### config.mk
export PLATFORM = sky130hd
export DESIGN_NAME = pdseq_top
export DESIGN_NICKNAME = d
export VERILOG_FILES = /design/src/rtl/pdseq_pkg.sv /design/src/rtl/pdseq_timer.sv /design/src/rtl/pdseq_fsm.sv /design/src/rtl/pdseq_top.sv
export SDC_FILE = /design/constraint.sdc
export NUM_CORES = 1
export LEC_CHECK = 0
export BUFFER_PORTS_ARGS = -buffer_cell sky130_fd_sc_hd__buf_2
export CORE_ASPECT_RATIO = 1.2
export CORE_UTILIZATION = 40
export DETAILED_ROUTE_END_ITERATION = 8
export PLACE_DENSITY_LB_ADDON = 0.3
export SYNTH_ARGS = -nofsm -noshare
export SYNTH_HDL_FRONTEND = slang
export SYNTH_SLANG_ARGS = --single-unit
### constraint.sdc
create_clock -name clk -period 2 [get_ports clk]
set_clock_uncertainty 0.1 [all_clocks]
set_input_delay 0.1 -clock clk [delete_from_list [all_inputs] [get_ports clk]]
set_output_delay 0.1 -clock clk [all_outputs]
set_load 0.03 [all_outputs]
### src/rtl/pdseq_pkg.sv
package pdseq_pkg;

  typedef enum logic [3:0] {
    S_IDLE, S_PWR_CHK, S_PWR_WAIT, S_CLK_WAIT, S_SETTLE1,
    S_CLAMP_WAIT, S_SETTLE2, S_FIN, S_UNW_CLK, S_UNW_PWR, S_FAIL
  } seq_state_e;

  typedef enum logic [1:0] {
    STEP_NONE  = 2'd0,
    STEP_PWR   = 2'd1,
    STEP_CLK   = 2'd2,
    STEP_CLAMP = 2'd3
  } step_e;

  // settle delay in cycles from clock frequency and time
  function automatic int unsigned settle_cycles(int unsigned mhz, int unsigned us);
    return mhz * us;
  endfunction

  function automatic int unsigned max_u(int unsigned a, int unsigned b);
    return (a > b) ? a : b;
  endfunction

endpackage

### src/rtl/pdseq_timer.sv
module pdseq_timer #(
  parameter int unsigned SETTLE_CYC = 1,
  parameter int unsigned ACK_TMO    = 1
) (
  input  logic clk,
  input  logic rst_n,
  input  logic clr_i,
  output logic settle_hit_o,
  output logic tmo_hit_o
);
  import pdseq_pkg::*;

  localparam int unsigned TOP = max_u(max_u(SETTLE_CYC, ACK_TMO), 2);
  localparam int          W   = $clog2(TOP);
  localparam logic [W-1:0] LAST   = W'(TOP - 1);
  localparam logic [W-1:0] S_LAST = W'(SETTLE_CYC - 1);
  localparam logic [W-1:0] T_LAST = W'(ACK_TMO - 1);

  logic [W-1:0] cnt_q;

  always_ff @(posedge clk or negedge rst_n) begin
    if (!rst_n)             cnt_q <= '0;
    else if (clr_i)         cnt_q <= '0;
    else if (cnt_q != LAST) cnt_q <= cnt_q + 1'b1;
  end

  assign settle_hit_o = (cnt_q == S_LAST);
  assign tmo_hit_o    = (cnt_q == T_LAST);

endmodule

### src/rtl/pdseq_fsm.sv
module pdseq_fsm (
  input  logic              clk,
  input  logic              rst_n,
  input  logic              start_i,
  input  logic              pwr_stat_i,
  input  logic              clk_ack_i,
  input  logic              clamp_ack_i,
  input  logic              settle_hit_i,
  input  logic              tmo_hit_i,
  output logic              timer_clr_o,
  output logic              pwr_toggle_o,
  output logic              dom_rst_o,
  output logic              clk_en_o,
  output logic              clamp_rel_o,
  output logic              busy_o,
  output logic              done_o,
  output logic              err_o,
  output pdseq_pkg::step_e  err_step_o,
  output logic              ev_pwr_fail_o,
  output logic              ev_clk_fail_o,
  output logic              ev_clamp_fail_o
);
  import pdseq_pkg::*;

  seq_state_e st_q, st_d;
  step_e      fail_q, fail_d;
  logic       rst_q, rst_d, tog_q, tog_d, cen_q, cen_d, clp_q, clp_d;

  always_comb begin
    st_d = st_q;  fail_d = fail_q;
    rst_d = rst_q; tog_d = 1'b0; cen_d = cen_q; clp_d = clp_q;
    ev_pwr_fail_o = 1'b0; ev_clk_fail_o = 1'b0; ev_clamp_fail_o = 1'b0;
    unique case (st_q)
      S_IDLE: if (start_i) begin
        st_d = S_PWR_CHK; rst_d = 1'b1; cen_d = 1'b0; clp_d = 1'b0; fail_d = STEP_NONE;
      end
      S_PWR_CHK: if (pwr_stat_i) begin
        st_d = S_CLK_WAIT; cen_d = 1'b1;
      end else begin
        st_d = S_PWR_WAIT; tog_d = 1'b1;
      end
      S_PWR_WAIT: if (pwr_stat_i) begin
        st_d = S_CLK_WAIT; cen_d = 1'b1;
      end else if (tmo_hit_i) begin
        st_d = S_FAIL; fail_d = STEP_PWR; ev_pwr_fail_o = 1'b1;
      end
      S_CLK_WAIT: if (clk_ack_i) begin
        st_d = S_SETTLE1;
      end else if (tmo_hit_i) begin
        st_d = S_UNW_PWR; cen_d = 1'b0; fail_d = STEP_CLK; ev_clk_fail_o = 1'b1;
      end
      S_SETTLE1: if (settle_hit_i) begin
        st_d = S_CLAMP_WAIT; clp_d = 1'b1;
      end
      S_CLAMP_WAIT: if (clamp_ack_i) begin
        st_d = S_SETTLE2;
      end else if (tmo_hit_i) begin
        st_d = S_UNW_CLK; clp_d = 1'b0; fail_d = STEP_CLAMP; ev_clamp_fail_o = 1'b1;
      end
      S_SETTLE2: if (settle_hit_i) begin
        st_d = S_FIN; rst_d = 1'b0;
      end
      S_FIN:     st_d = S_IDLE;
      S_UNW_CLK: begin st_d = S_UNW_PWR; cen_d = 1'b0; end
      S_UNW_PWR: begin st_d = S_FAIL; tog_d = pwr_stat_i; end
      S_FAIL:    st_d = S_IDLE;
      default:   st_d = S_IDLE;
    endcase
  end

  always_ff @(posedge clk or negedge rst_n) begin
    if (!rst_n) begin
      st_q <= S_IDLE; fail_q <= STEP_NONE;
      rst_q <= 1'b1; tog_q <= 1'b0; cen_q <= 1'b0; clp_q <= 1'b0;
    end else begin
      st_q <= st_d; fail_q <= fail_d;
      rst_q <= rst_d; tog_q <= tog_d; cen_q <= cen_d; clp_q <= clp_d;
    end
  end

  assign timer_clr_o  = (st_d != st_q);
  assign pwr_toggle_o = tog_q;
  assign dom_rst_o    = rst_q;
  assign clk_en_o     = cen_q;
  assign clamp_rel_o  = clp_q;
  assign busy_o       = (st_q != S_IDLE);
  assign done_o       = (st_q == S_FIN);
  assign err_o        = (st_q == S_FAIL);
  assign err_step_o   = (st_q == S_FAIL) ? fail_q : STEP_NONE;

endmodule

### src/rtl/pdseq_top.sv
module pdseq_top #(
  parameter int unsigned CLK_MHZ     = 125,
  parameter int unsigned SETTLE_US   = 10,
  parameter int unsigned ACK_TIMEOUT = 256
) (
  input  logic       clk,
  input  logic       rst_n,
  input  logic       start_i,
  input  logic       pwr_stat_i,
  input  logic       clk_ack_i,
  input  logic       clamp_ack_i,
  output logic       pwr_toggle_o,
  output logic       dom_rst_o,
  output logic       clk_en_o,
  output logic       clamp_rel_o,
  output logic       busy_o,
  output logic       done_o,
  output logic       err_o,
  output logic [1:0] err_step_o
);
  import pdseq_pkg::*;

  localparam int unsigned SETTLE_CYC = settle_cycles(CLK_MHZ, SETTLE_US);

  logic  timer_clr, settle_hit, tmo_hit;
  logic  ev_pwr_fail, ev_clk_fail, ev_clamp_fail;
  step_e fail_step;

  pdseq_timer #(.SETTLE_CYC(SETTLE_CYC), .ACK_TMO(ACK_TIMEOUT)) i_timer (
    .clk(clk), .rst_n(rst_n), .clr_i(timer_clr),
    .settle_hit_o(settle_hit), .tmo_hit_o(tmo_hit)
  );

  pdseq_fsm i_fsm (
    .clk(clk), .rst_n(rst_n), .start_i(start_i),
    .pwr_stat_i(pwr_stat_i), .clk_ack_i(clk_ack_i), .clamp_ack_i(clamp_ack_i),
    .settle_hit_i(settle_hit), .tmo_hit_i(tmo_hit), .timer_clr_o(timer_clr),
    .pwr_toggle_o(pwr_toggle_o), .dom_rst_o(dom_rst_o), .clk_en_o(clk_en_o),
    .clamp_rel_o(clamp_rel_o), .busy_o(busy_o), .done_o(done_o), .err_o(err_o),
    .err_step_o(fail_step), .ev_pwr_fail_o(ev_pwr_fail),
    .ev_clk_fail_o(ev_clk_fail), .ev_clamp_fail_o(ev_clamp_fail)
  );

  assign err_step_o = fail_step;

endmodule

# Word-level counts from Yosys, hierarchy flattened
# Index checks and enable logic that the tools add are counted.
totals:
  reg_bits: 21
  latchBits: 0
  ramBits: 0
  mem_bits_ro: 0
  inputBits: 6
  out_inout_bits: 9
  elab_cells: 79
  memories: 0
op_classes:
  n_addsub: 1
  n_mul: 0
  div: 0
  n_lt_le_gt_ge: 0
  eq_ne: 24
  n_shift: 0
  muxes: 35
  bitwise: 0
  n_reduce_logical: 12
ops:
  columns: ["operator", "count"]
  rows:
  - ["4-bit 2-to-1 mux", 9]
  - ["4-bit one-hot mux with 9 select lines", 1]
  - ["11-bit 2-to-1 mux", 2]
  - ["4-bit by 3-bit == test with 1-bit output, second input constant", 4]
  - ["2-bit 2-to-1 mux", 8]
  - ["4-bit == test, second input constant", 3]
  - ["2-bit by 1-bit inequality test with 1-bit output, second input constant", 6]
  - ["4-bit nonzero test", 3]
  - ["11-bit by 1-bit adder with 11-bit output, second input constant", 1]
  - ["11-bit == test, second input constant", 1]
  - ["11-bit by 8-bit == test with 1-bit output, second input constant", 1]
  - ["11-bit inequality test, second input constant", 1]
  - ["1-bit 2-to-1 mux", 10]
  - ["5-bit AND reduction", 2]
  - ["4-bit by 2-bit == test with 1-bit output, second input constant", 2]
  - ["2-bit inequality test, second input constant", 4]
  - ["2-bit one-hot mux with 4 select lines", 1]
  - ["8-bit AND reduction", 1]
  - ["4-bit by 1-bit == test with 1-bit output, second input constant", 1]
  - ["4-bit zero test", 1]
  - ["4-bit inequality test", 1]
  - ["1-bit one-hot mux with 2 select lines", 2]
  - ["1-bit one-hot mux with 4 select lines", 1]
  - ["2-bit nonzero test", 2]
  - ["4 further kinds", 4]

# Depth between registers and ports, before layout
depth:
  ltp_word: 6
  mapped_depth: 8
  depth_no_buf: 7

# Cells and area by module
# A second synthesis with hierarchy kept.
hier_totals:
  cells_unflattened: 174
  area_unflattened_um2: 1468.9
modules_own_cells:
  columns: ["module", "instances", "cells_each", "area_each_um2", "seq_area_each_um2"]
  rows:
  - ["pdseq_fsm", 1, 111, 863.3, 251.5]
  - ["pdseq_timer", 1, 63, 605.6, 275.3]

# Worst setup path after synthesis
# Ideal clock, no wire load.
synth_path:
  path_type: "register -> output"
  from: "register i_fsm.st_q[1]"
  to: "output err_step_o[0]"
  arrival_ps: 1912
  required_ps: 1800
  slack_ps: -112
  path_stages_with_launch: 7
  path_buffers: 2
  path_cell_list: "dfrtp_1 buf_2 buf_2 inv_1 or3_1 nor2_1 and2_1"
synth_via:
  elab_chain_cells: 2
synth_lines:
  columns: ["element", "line_no", "text"]
  rows:
  - ["from (decl)", "pdseq_fsm.sv:25", "seq_state_e st_q, st_d;"]
  - ["from (signal assigned)", "pdseq_fsm.sv:76", "st_q <= st_d; fail_q <= fail_d;"]
  - ["4-bit == test", null, null]
  - ["net err_o", "pdseq_top.sv:18", "output logic err_o,"]
  - ["2-bit 2-to-1 mux", "pdseq_fsm.sv:89", "assign err_step_o = (st_q == S_FAIL) ? fail_q : STEP_NONE;"]
  - ["to (decl)", "pdseq_top.sv:19", "output logic [1:0] err_step_o"]
# The timed path passes the listed nets, and every way through them passes these cells.

# Final worst setup path
layout_path:
  from: "register i_fsm.st_q[2]"
  to: "output err_step_o[0]"
layout_via:
  elab_chain_cells: 2
layout_lines:
  columns: ["element", "line_no"]
  rows:
  - ["4-bit == test", "pdseq_fsm.sv:89"]
  - ["2-bit 2-to-1 mux", "pdseq_fsm.sv:89"]
# Every way passes these cells.

==> impl_results.md <==
- Status: completed
- Cell with the most instances after synthesis: nor2_1
- Hold Crit Endpoint: i_fsm.clk_en_o
- Vias in the first global route: 1326
- WL/cell: approximately 15 um
- Clk buf depth: 2
- Tot GR Track Use: 19.9%
- Initial core utilization: 42.2%
- Reg-to-reg critical path endpoint: i_fsm.fail_q[1]
- Hold wc startpoint: pwr_stat_i
- RSZ-0062 raised after global routing: no
- Minimum clock period: approximately 1.9 ns
- CP endpoint kind: output pin
- Worst-path fanout max: 13
- Complex-gate fraction of the synthesized area: around 17%
- Most instantiated cells after synthesis: nor2_1 (23), dfrtp_1 (20), nand3_1 (11)
- LEAKAGE: approximately 0.77 nW
- Total I/O pin count: 15
- CTS tree: built
- Total CTS buffers: 3
- Measured slew at the worst slew-check pin: around 0.49 ns
- CTS Root Cell: clkbuf_8
- Worst min-delay path class: input port to flip-flop
- Placed cell count: 217
- Largest cells by area after synthesis: dfrtp_1 (36%), nor2_1 (6.1%), nand3_1 (3.9%)
- Final Hold Fails: 0
- Simple-gate portion of the synthesized area: between 20% and 30%
- Most used DFF post-synth: dfrtp_1
- Synth warn: 0
- Top-area cell type share of the netlist area: 35.5%
- Slew HR: approximately two thirds
- Remaining Overflow, GRT: 0
- Clock Sinks: 21
- FP Rows: 23
- CP arrival: about 1.7 ns
- Setup TNS: 0 ns
- Final Core Density: 51.8%
- Hold path depth: 3
- Syn Area/Cell: between 8 and 9 um^2
- Post-place setup slack: approximately 0.003 ns
- Main combinational cell family by area after synthesis: simple AND/OR/NAND/NOR gates
- Post-synth EDFFs: 0
- CP Launch Type: flip-flop
- Total length of routed wires: approximately 3.5 mm
- WS Path Type: flip-flop to output pin
- Initial DRT Pass Iterations: 4
- R2r setup slk: about 0.090 ns
- Skew-Pair Late Insertion Delay: roughly 0.25 ns
- DR vias/cell: between 5 and 6
- Post-Synthesis Cells: 160
- Final Non-Filler Cells: 226
- Synthesized-area fraction occupied by adder cells: 1.78%
- Antenna diode count: 0
- Fmax: slightly above 500 MHz
- DRT iter0 DRCs: 42
- DIE AREA: approximately 0.0038 mm^2
- Initial antenna violation count: 0
- R2r startpoint: i_timer.cnt_q[8]
- Yosys reg bits: 21
- DRC: 0
- H-Tree Depth: 1
- Synth Area in XOR/XNOR: roughly 6.8%
- Syn_nets: approximately 170
- Mux share of post-synthesis cell area: about 2.4%
- Post-Syn Area: 0.00141 mm^2
- Worst setup margin: 0.0605 ns
- Clock transition at the registers of the reported paths: 0.07 ns
- PortBufs: 14
- Synth area leader: dfrtp_1
- First-pass GRT wire length: roughly 5.8 mm
- Largest net degree at the start of global routing: 22
- Worst Reg-to-Reg Cells: 6
- DP HPWL: between 2 and 3 mm
- Sequential-to-total area share from yosys stat: between 30% and 40%
- P&R area growth vs syn: 22.7%
- Critical Path RT: around 1.8 ns
- Die height: about 67 um
- DIE WIDTH: 56.2 um
- Cell Pwr Density: ~850 mW/mm^2
- Fraction of layout cells with a size suffix above 1: between 20% and 30%
- Routed Antenna Nets: 0
- Distinct cell type count after synthesis: 45
- Setup violators final: 0
- Max_cap viols: 0
- Async SR Flop Fraction: 100%
- Via count: about 1300
- Final net count: 198
- VDD IR max: 0.677 mV
- Final Slew Violations: 0
- Routability Congestion: 0.897
- Period utilization: approximately 97%
- Placeable Area: approximately 0.0033 mm^2
area by class of cell:
| type | instances | area, um^2 |
|---|---|---|
| clock buffer | 4 | 45.0 |
| fill | 308 | 1610 |
| inverter | 4 | 15.0 |
| multi-input combinational | 126 | 851 |
| sequential | 21 | 532 |
| tap | 37 | 46.3 |
| timing repair buffer | 34 | 240 |
metrics by stage:
step | area [um^2] | hold slack [ns] | power, mW
5_1_grt | 1730 | 0.0835 | 1.57
3_5_place_dp | 1590 | -0.00975 | 1.15
3_3_place_gp | 1590 | -0.0163 | 1.11
2_1_floorplan | 1410 | -0.296 | 0.959
6_report | 1730 | 0.0727 | 1.46
4_1_cts | 1650 | 0.0672 | 1.42
placed cells by master, fill, tap and decap left out, types with 2 or more instances in the layout:
| master | instances |
|---|---|
| o22a_1 | 2 |
| o211ai_1 | 2 |
| o21a_1 | 3 |
| nor2_1 | 22 |
| buf_2 | 12 |
| nand2b_1 | 3 |
| a211oi_1 | 4 |
| ha_1 | 2 |
| and3_1 | 3 |
| inv_1 | 4 |
| o21ai_0 | 9 |
| dfrtp_2 | 4 |
| nor3_1 | 2 |
| a21oi_1 | 8 |
| xor2_1 | 6 |
| buf_4 | 19 |
| nand3_1 | 11 |
| nor2b_1 | 4 |
| xnor2_1 | 5 |
| nand2_1 | 9 |
| mux2_2 | 3 |
| or3b_2 | 2 |
| clkbuf_8 | 3 |
| or3_1 | 3 |
| dfrtp_1 | 16 |
| and2_1 | 2 |
metal layers:
metal  wire length, um  vias to the layer above  global-route usage [%]
li1                  -                      625                       -
met1              1490                      640                    22.7
met2              1800                       36                    35.7
met3               105                        8                    2.52
met4                82                        0                    11.3
met5                 0                        -                       0
worst max-delay path, stage by stage, from the launching register on:
cell and delay [ns]:
dfrtp_2 0.48, buf_4 0.18, or3_1 0.40, nor2_2 0.12
and2_1 0.13, clkbuf_4 0.18
worst max path at each step:
| stage | startpoint | end | slack [ns] | cells past startpoint |
|---|---|---|---|---|
| 2_1_floorplan | i_fsm.st_q[1] | err_step_o[0] | 0.05 | 6 |
| 3_3_place_gp | i_fsm.st_q[0] | i_timer.cnt_q[1] | 0.02 | 5 |
| 3_5_place_dp | i_fsm.st_q[0] | i_timer.cnt_q[1] | 0.003 | 5 |
| 4_1_cts | i_fsm.st_q[3] | i_timer.cnt_q[1] | 0.01 | 4 |
| 5_1_grt | i_fsm.st_q[2] | err_step_o[0] | 0.002 | 5 |
| 6_report | i_fsm.st_q[2] | err_step_o[0] | 0.06 | 5 |
where the power goes:
| part | internal, mW | switching (mW) |
|---|---|---|
| registers | 0.520 | 0.115 |
| clock network | 0.141 | 0.126 |
| logic | 0.298 | 0.261 |
sequential cells by signal, indices dropped and copies added (netlist names):
register            flops
i_fsm.clk_en_o          1
i_fsm.st_q              4
i_fsm.fail_q            2
i_fsm.pwr_toggle_o      1
i_timer.cnt_q          11
i_fsm.clamp_rel_o       1
i_fsm.dom_rst_o         1
logic make-up (layout without fill, tap and decap cells):
| logic type | after synthesis | after routing |
|---|---|---|
| compound gates | 36 | 36 |
| xor+xnor | 11 | 11 |
| fa+ha+maj | 2 | 2 |
| buf+inv | 13 | 42 |
| flops | 21 | 21 |
| mux | 3 | 3 |
| simple gates | 74 | 74 |
what timing repair did:
item,CTS,global route
pin swaps,1,1
setup endpoints to repair,4,16
hold endpoints to repair,20,0
resized for setup,3,9
hold buffers,1,0
buffers inserted,1,3
No activity file was read; power rests on OpenSTA's default activity.
